$ cat src/rtl/crs_pkg.sv
package crs_pkg;

  // Strobes from the sequencing control into the storage/datapath half.
  typedef struct packed {
    logic acceptReq;     // request taken this cycle: capture lookup result
    logic tagWriteLive;  // apply the maintenance write on the port now
    logic tagWriteHeld;  // apply the maintenance write parked last cycle
    logic tagStash;      // park the maintenance write on the port
    logic moveStage;     // hand captured line to the beat stage
    logic emit;          // drive one beat (or the miss slot) next edge
  } crsStrobes_t;

endpackage

$ cat src/rtl/crs_ctrl.sv
module crs_ctrl
  import crs_pkg::*;
#(
  parameter int BEATS = 4,
  localparam int CNT_W = $clog2(BEATS) + 1
) (
  input  logic        clk,
  input  logic        rstN,
  input  logic        reqValid,
  input  logic        tagValid,
  input  logic        s1Hit,
  output logic        reqAccept,
  output logic        tagReady,
  output logic        outValid,
  output logic        outHit,
  output crsStrobes_t strobes
);

  logic [CNT_W-1:0] coolCnt;
  logic [CNT_W-1:0] s0Age;
  logic [CNT_W-1:0] s1Cnt;
  logic             s0Valid;
  logic             s1Valid;
  logic             tagPending;

  assign reqAccept = (coolCnt == '0);
  assign tagReady  = !tagPending;

  always_comb begin
    strobes              = '0;
    strobes.acceptReq    = reqValid && reqAccept;
    strobes.tagWriteHeld = tagPending;
    strobes.tagWriteLive = tagValid && tagReady && !strobes.acceptReq;
    strobes.tagStash     = tagValid && tagReady && strobes.acceptReq;
    strobes.moveStage    = s0Valid && (s0Age == CNT_W'(BEATS - 1));
    strobes.emit         = s1Valid;
  end

  // Request cadence: one accept, then BEATS-1 blocked cycles.
  always_ff @(posedge clk or negedge rstN) begin
    if (!rstN) begin
      coolCnt <= '0;
    end else if (strobes.acceptReq) begin
      coolCnt <= CNT_W'(BEATS - 1);
    end else if (coolCnt != '0) begin
      coolCnt <= coolCnt - 1'b1;
    end
  end

  always_ff @(posedge clk or negedge rstN) begin
    if (!rstN) begin
      tagPending <= 1'b0;
    end else begin
      tagPending <= strobes.tagStash;
    end
  end

  // Lookup stage: holds the captured request until its output window.
  always_ff @(posedge clk or negedge rstN) begin
    if (!rstN) begin
      s0Valid <= 1'b0;
      s0Age   <= '0;
    end else if (strobes.acceptReq) begin
      s0Valid <= 1'b1;
      s0Age   <= '0;
    end else if (s0Valid) begin
      if (strobes.moveStage) begin
        s0Valid <= 1'b0;
      end else begin
        s0Age <= s0Age + 1'b1;
      end
    end
  end

  // Beat stage: BEATS cycles on a hit, one on a miss.
  always_ff @(posedge clk or negedge rstN) begin
    if (!rstN) begin
      s1Valid <= 1'b0;
      s1Cnt   <= '0;
    end else if (strobes.moveStage) begin
      s1Valid <= 1'b1;
      s1Cnt   <= '0;
    end else if (s1Valid) begin
      if (!s1Hit || (s1Cnt == CNT_W'(BEATS - 1))) begin
        s1Valid <= 1'b0;
      end else begin
        s1Cnt <= s1Cnt + 1'b1;
      end
    end
  end

  always_ff @(posedge clk or negedge rstN) begin
    if (!rstN) begin
      outValid <= 1'b0;
      outHit   <= 1'b0;
    end else begin
      outValid <= strobes.emit;
      outHit   <= strobes.emit && s1Hit;
    end
  end

endmodule

$ cat src/rtl/crs_datapath.sv
module crs_datapath
  import crs_pkg::*;
#(
  parameter int SETS   = 4,
  parameter int WAYS   = 4,
  parameter int TAG_W  = 6,
  parameter int BEAT_W = 72,
  parameter int BEATS  = 4,
  localparam int IDX_W   = $clog2(SETS),
  localparam int WAY_W   = $clog2(WAYS),
  localparam int ADDR_W  = TAG_W + IDX_W,
  localparam int LINE_W  = BEAT_W * BEATS,
  localparam int ENTRIES = SETS * WAYS,
  localparam int ENT_W   = $clog2(ENTRIES)
) (
  input  logic              clk,
  input  logic              rstN,
  input  crsStrobes_t       strobes,
  input  logic [ADDR_W-1:0] reqAddr,
  input  logic              tagInval,
  input  logic [IDX_W-1:0]  tagSet,
  input  logic [WAY_W-1:0]  tagWay,
  input  logic [TAG_W-1:0]  tagValue,
  input  logic [LINE_W-1:0] fillLine,
  output logic              s1Hit,
  output logic [BEAT_W-1:0] outData
);

  function automatic logic [ENT_W-1:0] entryOf(input logic [IDX_W-1:0] setIdx,
                                               input logic [WAY_W-1:0] wayIdx);
    return ENT_W'(setIdx) * ENT_W'(WAYS) + ENT_W'(wayIdx);
  endfunction

  // Register-file storage.
  logic [TAG_W-1:0]   tagArr  [ENTRIES];
  logic [LINE_W-1:0]  lineArr [ENTRIES];
  logic [ENTRIES-1:0] validArr;

  // Lookup: tag compare and line read of every way in the same cycle.
  logic [IDX_W-1:0]  reqIdx;
  logic [TAG_W-1:0]  reqTag;
  logic [WAYS-1:0]   wayMatch;
  logic [LINE_W-1:0] wayLine [WAYS];
  logic              hitAny;
  logic [LINE_W-1:0] selLine;

  assign reqIdx = reqAddr[IDX_W-1:0];
  assign reqTag = reqAddr[ADDR_W-1:IDX_W];

  for (genvar w = 0; w < WAYS; w++) begin : g_way
    logic [ENT_W-1:0] ent;
    assign ent         = entryOf(reqIdx, WAY_W'(w));
    assign wayMatch[w] = validArr[ent] && (tagArr[ent] == reqTag);
    assign wayLine[w]  = lineArr[ent];
  end

  // Lowest matching way wins.
  always_comb begin
    hitAny  = 1'b0;
    selLine = '0;
    for (int w = WAYS - 1; w >= 0; w--) begin
      if (wayMatch[w]) begin
        hitAny  = 1'b1;
        selLine = wayLine[w];
      end
    end
  end

  // Maintenance write: parked copy or live port.
  logic              heldInval;
  logic [IDX_W-1:0]  heldSet;
  logic [WAY_W-1:0]  heldWay;
  logic [TAG_W-1:0]  heldTag;
  logic [LINE_W-1:0] heldLine;

  always_ff @(posedge clk) begin
    if (strobes.tagStash) begin
      heldInval <= tagInval;
      heldSet   <= tagSet;
      heldWay   <= tagWay;
      heldTag   <= tagValue;
      heldLine  <= fillLine;
    end
  end

  logic              wrEn;
  logic              wrInval;
  logic [ENT_W-1:0]  wrEntry;
  logic [TAG_W-1:0]  wrTag;
  logic [LINE_W-1:0] wrLine;

  always_comb begin
    wrEn = strobes.tagWriteLive || strobes.tagWriteHeld;
    if (strobes.tagWriteHeld) begin
      wrInval = heldInval;
      wrEntry = entryOf(heldSet, heldWay);
      wrTag   = heldTag;
      wrLine  = heldLine;
    end else begin
      wrInval = tagInval;
      wrEntry = entryOf(tagSet, tagWay);
      wrTag   = tagValue;
      wrLine  = fillLine;
    end
  end

  always_ff @(posedge clk or negedge rstN) begin
    if (!rstN) begin
      validArr <= '0;
    end else if (wrEn) begin
      validArr[wrEntry] <= !wrInval;
    end
  end

  always_ff @(posedge clk) begin
    if (wrEn && !wrInval) begin
      tagArr[wrEntry]  <= wrTag;
      lineArr[wrEntry] <= wrLine;
    end
  end

  // Captured line (lookup stage) and shifting beat buffer.
  logic              s0Hit;
  logic [LINE_W-1:0] s0Line;
  logic [LINE_W-1:0] s1Line;

  always_ff @(posedge clk or negedge rstN) begin
    if (!rstN) begin
      s0Hit <= 1'b0;
      s1Hit <= 1'b0;
    end else begin
      if (strobes.acceptReq) s0Hit <= hitAny;
      if (strobes.moveStage) s1Hit <= s0Hit;
    end
  end

  always_ff @(posedge clk) begin
    if (strobes.acceptReq) s0Line <= selLine;
    if (strobes.moveStage) begin
      s1Line <= s0Line;
    end else if (strobes.emit) begin
      s1Line <= s1Line >> BEAT_W;
    end
  end

  always_ff @(posedge clk or negedge rstN) begin
    if (!rstN) begin
      outData <= '0;
    end else if (strobes.emit && s1Hit) begin
      outData <= s1Line[BEAT_W-1:0];
    end else begin
      outData <= '0;
    end
  end

endmodule

$ cat src/rtl/cache_read_seq.sv
module cache_read_seq
  import crs_pkg::*;
#(
  parameter int SETS   = 4,
  parameter int WAYS   = 4,
  parameter int TAG_W  = 6,
  parameter int BEAT_W = 72,
  parameter int BEATS  = 4,
  localparam int IDX_W  = $clog2(SETS),
  localparam int WAY_W  = $clog2(WAYS),
  localparam int ADDR_W = TAG_W + IDX_W,
  localparam int LINE_W = BEAT_W * BEATS
) (
  input  logic              clk,
  input  logic              rstN,
  input  logic              reqValid,
  input  logic [ADDR_W-1:0] reqAddr,
  output logic              reqAccept,
  input  logic              tagValid,
  output logic              tagReady,
  input  logic              tagInval,
  input  logic [IDX_W-1:0]  tagSet,
  input  logic [WAY_W-1:0]  tagWay,
  input  logic [TAG_W-1:0]  tagValue,
  input  logic [LINE_W-1:0] fillLine,
  output logic              outValid,
  output logic              outHit,
  output logic [BEAT_W-1:0] outData
);

  crsStrobes_t strobes;
  logic        s1Hit;

  crs_ctrl #(
    .BEATS(BEATS)
  ) u_ctrl (
    .clk      (clk),
    .rstN     (rstN),
    .reqValid (reqValid),
    .tagValid (tagValid),
    .s1Hit    (s1Hit),
    .reqAccept(reqAccept),
    .tagReady (tagReady),
    .outValid (outValid),
    .outHit   (outHit),
    .strobes  (strobes)
  );

  crs_datapath #(
    .SETS  (SETS),
    .WAYS  (WAYS),
    .TAG_W (TAG_W),
    .BEAT_W(BEAT_W),
    .BEATS (BEATS)
  ) u_dp (
    .clk     (clk),
    .rstN    (rstN),
    .strobes (strobes),
    .reqAddr (reqAddr),
    .tagInval(tagInval),
    .tagSet  (tagSet),
    .tagWay  (tagWay),
    .tagValue(tagValue),
    .fillLine(fillLine),
    .s1Hit   (s1Hit),
    .outData (outData)
  );

endmodule

$ cat config.mk
export PLATFORM = sky130hd
export DESIGN_NAME = cache_read_seq
export DESIGN_NICKNAME = d
export VERILOG_FILES = /design/src/rtl/crs_pkg.sv /design/src/rtl/crs_ctrl.sv /design/src/rtl/crs_datapath.sv /design/src/rtl/cache_read_seq.sv
export SDC_FILE = /design/constraint.sdc
export NUM_CORES = 2
export LEC_CHECK = 0
export BUFFER_PORTS_ARGS = -buffer_cell sky130_fd_sc_hd__buf_2
export CAP_MARGIN = 10
export CORE_ASPECT_RATIO = 0.5
export CORE_MARGIN = 10
export CORE_UTILIZATION = 56
export CTS_CLUSTER_SIZE = 20
export DETAILED_ROUTE_END_ITERATION = 7
export PLACE_DENSITY = 0.75
export SYNTH_ARGS = -nofsm -noshare
export SYNTH_HDL_FRONTEND = slang
export SYNTH_MEMORY_MAX_BITS = 65536
export SYNTH_SLANG_ARGS = --single-unit
$ cat constraint.sdc
create_clock -name clk -period 13.5 [get_ports clk]
set_input_delay 0 -clock clk [delete_from_list [all_inputs] [get_ports clk]]
set_output_delay 0 -clock clk [all_outputs]
set_load 0.01 [all_outputs]
Word-level counts from Yosys, hierarchy flattened --
Memories as Yosys holds them, arrays and structs flattened. Index checks and enable logic that the tools add are counted.
Operators by class: add/subtract/negate cells 8, bitwise operators 0, muxes and demuxes 42, reduce and logical (&&, ||, !) cells 25, shifts and indexed selects 0, divide/modulo/power cells 0, equal/unequal tests 8, magnitude comparators 6, multipliers 0
Operators with widths (count):
- 288-bit 2-to-1 mux | 7
- 72-bit 2-to-1 mux | 1
- 4-bit by 5-bit < comparator with 1-bit output, second input constant | 5
- 6-bit == test | 4
- 3-bit 2-to-1 mux | 8
- 1-bit 2-to-1 mux | 18
- 16-bit bitwise mux | 1
- 1-bit binary-select mux with 4-bit select | 3
- 1-bit logical AND | 12
- 4-bit by 2-bit adder with 4-bit output | 2
- 4-bit by 2-bit adder with 4-bit output, second input constant | 2
- 3-bit by 1-bit adder with 3-bit output, second input constant | 2
- 3-bit by 2-bit == test with 1-bit output, second input constant | 2
- 6-bit 2-to-1 mux | 1
- 2-bit nonzero test | 3
- 4-bit by 1-bit adder with 4-bit output, second input constant | 1
- 1-bit demux with 4-bit select | 1
- 4-bit by 1-bit greater-or-equal comparator with 1-bit output, second input constant | 1
- 1-bit zero test | 4
- 4-bit 2-to-1 mux | 1
- 2-bit AND reduction | 2
- 3-bit zero test | 1
- 3-bit nonzero test | 1
- 3-bit by 1-bit subtractor with 3-bit output, second input constant | 1
- 4 further kinds | 5
Storage, ports and cells: bits in writable memories 4704, bits in registers 979, memories kept 2, word-level logic and storage cells 110, latch bits 0, memory bits (read-only) 0
Memory list:
- u_dp.lineArr | depth 16, bits a word 288, read ports 4, clocked after Yosys merged registers in 0, write ports 1, RTL line crs_datapath.sv:36 | logic [LINE_W-1:0] lineArr [ENTRIES];
- u_dp.tagArr | depth 16, bits a word 6, read ports 4, clocked after Yosys merged registers in 0, write ports 1, RTL line crs_datapath.sv:35 | logic [TAG_W-1:0] tagArr [ENTRIES];

Depth between registers and ports, before layout --
depth in word-level cells 8, depth in mapped cells 13

Cells and area by module --
A second synthesis with hierarchy kept.
Unflattened totals: cells, all modules 9755, area total of the unflattened synthesis 216405.0 µm²
By module, submodules not included:
- crs_datapath | sequential area each 169782.8 µm², cells each 9696, times used 1, area an instance 215734.4 µm²
- crs_ctrl | sequential area each 350.3 µm², cells each 59, times used 1, area an instance 670.6 µm²

Worst setup path after synthesis --
No wires, ideal clock.
path kind reg-to-reg, start register u_ctrl.tagPending, end memory u_dp.lineArr[11][0] (netlist bit), enable pin, arrival time 13.564 ns, cell stages (with the launch flop) 6, required time 12.544 ns, path buffers 2, slack -1.021 ns, setup time 0.956 ns, clock period less this slack 14.521 ns, cells stage by stage dfrtp_1 > clkbuf_1 > clkbuf_1 > mux2i_1 > nand2b_1 > nor2_1
On the way: longest elaborated chain between the ends 7, elaborated cells on any way between the ends 10, classes of those cells mux: 4; reduce/logical: 6
Ends and longest elaborated chain:
- start, declared | RTL line crs_ctrl.sv:24 | logic tagPending;
- start signal, assigned | RTL line crs_ctrl.sv:54 | tagPending <= strobes.tagStash;
- 1-bit zero test | RTL line crs_ctrl.sv:27 | assign tagReady = !tagPending;
- 1-bit logical AND (2 in series) | RTL line crs_ctrl.sv:33 | strobes.tagWriteLive = tagValid && tagReady && !strobes.acceptReq;
- 1-bit logical OR | RTL line crs_datapath.sv:93 | wrEn = strobes.tagWriteLive || strobes.tagWriteHeld;
- 1-bit logical AND | RTL line crs_datapath.sv:116 | if (wrEn && !wrInval) begin
- 1-bit 2-to-1 mux | RTL line crs_datapath.sv:116
- 1-bit 2-to-1 mux (implied by the code) | RTL line crs_datapath.sv:118 | lineArr[wrEntry] <= wrLine;
- end, declared | RTL line crs_datapath.sv:36
Several ways; a longest one is shown, not always the timed one.

Worst setup path in the final report --
start input reqAddr[1], end register u_dp.s0Line[188], data pin
On the way: longest elaborated chain between the ends 8, elaborated cells on any way between the ends 25, classes of those cells add/sub: 3; eq/ne: 4; mux: 12; reduce/logical: 4; memory: 2
Ends and longest elaborated chain:
- start, declared | RTL line cache_read_seq.sv:17 | input logic [ADDR_W-1:0] reqAddr,
- 4-bit by 2-bit adder with 4-bit output | RTL line crs_datapath.sv:31 | return ENT_W'(setIdx) * ENT_W'(WAYS) + ENT_W'(wayIdx);
- memory 16 x 6 bit / 1-bit binary-select mux with 4-bit select (equally long branches)
- 6-bit == test / 1-bit 2-to-1 mux (equally long branches) | RTL line crs_datapath.sv:53 | assign wayMatch[w] = validArr[ent] && (tagArr[ent] == reqTag);
- 1-bit logical AND | RTL line crs_datapath.sv:53
- 288-bit 2-to-1 mux (3 in series) | RTL line crs_datapath.sv:62 | if (wayMatch[w]) begin
- 288-bit 2-to-1 mux (*) | RTL line crs_datapath.sv:62
- net u_dp.selLine[188] | RTL line crs_datapath.sv:45 | logic [LINE_W-1:0] selLine;
- end signal, assigned | RTL line crs_datapath.sv:138 | if (strobes.acceptReq) s0Line <= selLine;
- end, declared | RTL line crs_datapath.sv:124 | logic [LINE_W-1:0] s0Line;
Mark *: on every way through the listed nets, which the timed path passes. The rest lies on a longest branch. The select of a mux whose other input is x is not followed. A chain may end at the register's enable or synchronous reset.

==> impl_metrics.toml <==
[run_status]
status = "completed"

[route]
drtIter0Drc = 18412
drt-wirelength-per-cell_um = 35.3
drc_errors = 0
viasPerCell = 6.77
dr.pass1.iters = 8
antenna_left = 0
wirelength_mm = 594
via_count = 113895

[power_and_ir_drop]
p_per_area_nw_per_um2 = 155
p_comb_frac = 0.089
p_int_uw = 28900
pwr-share-clk = 0.359
sequentialPowerShare = 0.552
ir_worst_vdd_mv = 0.248
power_switching_uw = 9100
p_leak_uw = 0.0786
swShare = 0.239

[timing]
setup_violations = 0
fin_ws_ns = 7.94
skew_ns = 0.0563
max-slew-margin-rel = 0.186
hold_viol_final = 0
fin_crit_ns = 5.56
max_freq_mhz = 180
rsz0062_at_grt = "no"
drv_slew = 0
fin_crit_sh = 0.412
hold_slack_ns = 0.0759
tightest_slew_ns = 1.22

[placed_design]
place_ws_ns = 7.57
gp_congestion = 0.804
post-place-cells = 15329
io_buffers = 386
place_area_um2 = 224000
dp_hpwl_mm = 306

[finish]
post-route-cell-area_um2 = 246000
final_cell_count_no_fill = 16812
final_util = 0.638
fill_cells = 24258
multi_input_area_um2 = 43800
fin_nets = 11599
seq_area_um2 = 170000
area_growth_pct = 13.4
drive_gt1_frac = 0.252

[clock_network]
worstSkewPairLatency_ns = 1.00
clk_pin_slew_ns = 0.07
h-tree-depth = 5
clockBufferDepth = 4
tritoncts = "yes"
cts.sinks = 5683
postCtsSetupRepairBufs = 0
cts_inserted_buffers = 476
root_buffer = "clkbuf_16"

[logic_synthesis]
synth-xor-area-share = 0.00146
synth_area_leaders = "edfxtp_1, mux4_2, mux2_2, dfrtp_1, nand2_1"
synth_edf_count = 5579
synth_top_family_by_area = "multiplexers"
yosysWarnings = 0
yosys.area_share.simple = 0.0354
synth_cell_types = 44
syn_area_per_cell_um2 = 21.2
synth.most_common_cell = "edfxtp_1"
synth_top_area_frac = 0.773
synth_flop_cell = "edfxtp_1"
synth_compound_area_frac = 0.0258
synth_nets = 10554
synth.top_cells.by_count = "edfxtp_1, mux4_2, nand2_1"
syn_area_um2 = 217000
synth_mux_area_frac = 0.138
synthAdderAreaFrac = 0.000347
synth_top_area_cell = "edfxtp_1"
async_flop_share = 0.0183
synth_seq_cells = 5683
seq_area_frac_synth = 0.785
syn_inst = 10237

[job]
maxCapViolations = 0

[critical_path]
critPathCapture = "u_dp.s0Line[188]"
reg2reg_to = "u_dp.lineArr[0][64]"
rr_worst_depth = 7
crit_path_max_fanout = 91
critPathRequiredTime_ns = 14.29
crit_arrival_ns = 6.35
r2r_slack_ns = 8.16
crit_type = "in -> reg"
path_common_cell = "buf_4"
cpPeakStageDelay_ns = 0.88
crit_buf_inv = 7
crit_family = "buffers and inverters"
end_kind = "register"
worstSetupStartpoint = "reqAddr[1]"
slowest_stage = "buf_4"
worstPathCellList = "dlygate4sd3_1 -> buf_8 -> buf_4 -> mux4_2 -> xnor2_1 -> nand4_1 -> buf_4 -> nor3_4 -> buf_4 -> buf_4 -> buf_4 -> a211oi_1 -> a211oi_2"
reg2reg_from = "u_ctrl.tagPending"
start_kind = "input pin"
worst-path-stages = 13

[global_routing]
grt_usage = 0.282
antenna_found_initial = 38
grt_max_degree = 153
grt_overflow = 0
grt_pass1_vias = 113699
grt_pass1_wl_mm = 842

[die]
start_util = 0.563
dieArea_um2 = 414000
io-pin-count = 387
fp.coreArea_um2 = 385000
die_h_um = 460
rows = 161
die_w_um = 900

[min_path]
worstHoldStart = "fillLine[140]"
min_path_type = "in -> reg"
power groups by stage:
stage / Combinational, uW / Sequential (uW) / Clock (uW)
floorplan: 1720 / 21400 / 0
global placement: 3060 / 21300 / 0
detailed placement: 3130 / 21300 / 0
CTS: 3290 / 21000 / 13700
global route: 3500 / 21000 / 14400
finish: 3370 / 21000 / 13700
cells by family (layout without fill, tap and decap cells):
family / after synthesis / in the layout
AO/OA/AOI/OAI: 643 / 643
buffers and inverters: 668 / 2101
adder cells (fa/ha/maj): 6 / 6
multiplexers: 1486 / 1486
other: 0 / 8
XOR/XNOR: 36 / 36
flip-flops: 5683 / 5683
AND/OR/NAND/NOR: 1715 / 1715
final cells by class:
type                    count  area share
multi-input cells        3886       0.178
well taps                5134      0.0261
diodes                      8   0.0000815
flip-flops and latches   5683       0.692
clock inverters           273      0.0105
clock buffers             593      0.0511
inverters                  25    0.000412
repair buffers           1210      0.0411
registers in the layout, summed over array words and instances (netlist names), 2 cells and up:
name,count
u_ctrl.s0Age,3
u_dp.heldSet,2
u_dp.s1Line,288
u_dp.s0Line,288
u_ctrl.coolCnt,3
u_dp.lineArr,4608
u_dp.heldWay,2
u_dp.heldTag,6
u_dp.tagArr,96
u_dp.heldLine,288
u_dp.validArr,16
u_dp.outData,72
u_ctrl.s1Cnt,3
repair_timing:
| item | 4_1_cts | 5_1_grt |
|---|---|---|
| hold buffers | 609 | 0 |
| resized for setup | 0 | 0 |
| endpoints found under the hold margin | 5236 | 0 |
metrics by stage:
stage	total power, uW	TNS [ns]
after detailed placement	24500	0
after floorplan	23100	-4746.44
final	38000	0
after global placement	24400	0
after global routing	38900	0
after CTS	38000	0
worst min-delay path by stage:
stage,endpoint,slack [ns],cells after the start
after floorplan,u_ctrl.coolCnt[0],-0.30,0
after global placement,u_ctrl.coolCnt[0],0.07,1
after detailed placement,u_ctrl.coolCnt[1],0.08,1
after CTS,u_dp.lineArr[13][130],0.007,3
after global routing,u_dp.lineArr[8][140],0.10,3
final,u_dp.lineArr[8][140],0.08,3
worst reg2reg max path: stages (launching register included):
cell and delay [ns]:
dfrtp_4 0.71, inv_1 0.21, o21ai_0 0.30, nand2_1 0.41, nor2_4 0.69, buf_4 0.72, buf_4 0.94, buf_4 0.92
layout by cell type, fill, tap and decap left out, drive strengths merged, types with 28 or more instances in the layout:
cell type / count
mux4: 1171
bufinv: 43
nor3: 258
mux2: 297
and3: 147
inv: 38
a31oi: 39
dlygate4sd3: 608
o21ai: 37
nor2: 287
nand3: 282
clkbuf: 593
a211oi: 521
nand2: 690
or4: 28
dfrtp: 104
o31ai: 28
edfxtp: 5579
buf: 602
clkinv: 211
routing by layer:
metal | routed length, um | global-route usage | vias to the layer above | share of wire
met4 | 27200 | 0.111 | 34 | 0.046
met5 | 218 | 0 | - | 0.00037
met1 | 209000 | 0.385 | 59516 | 0.35
li1 | - | - | 44308 | -
met2 | 282000 | 0.446 | 8648 | 0.47
met3 | 75100 | 0.0664 | 1389 | 0.13
No activity file was read; power rests on OpenSTA's default activity.
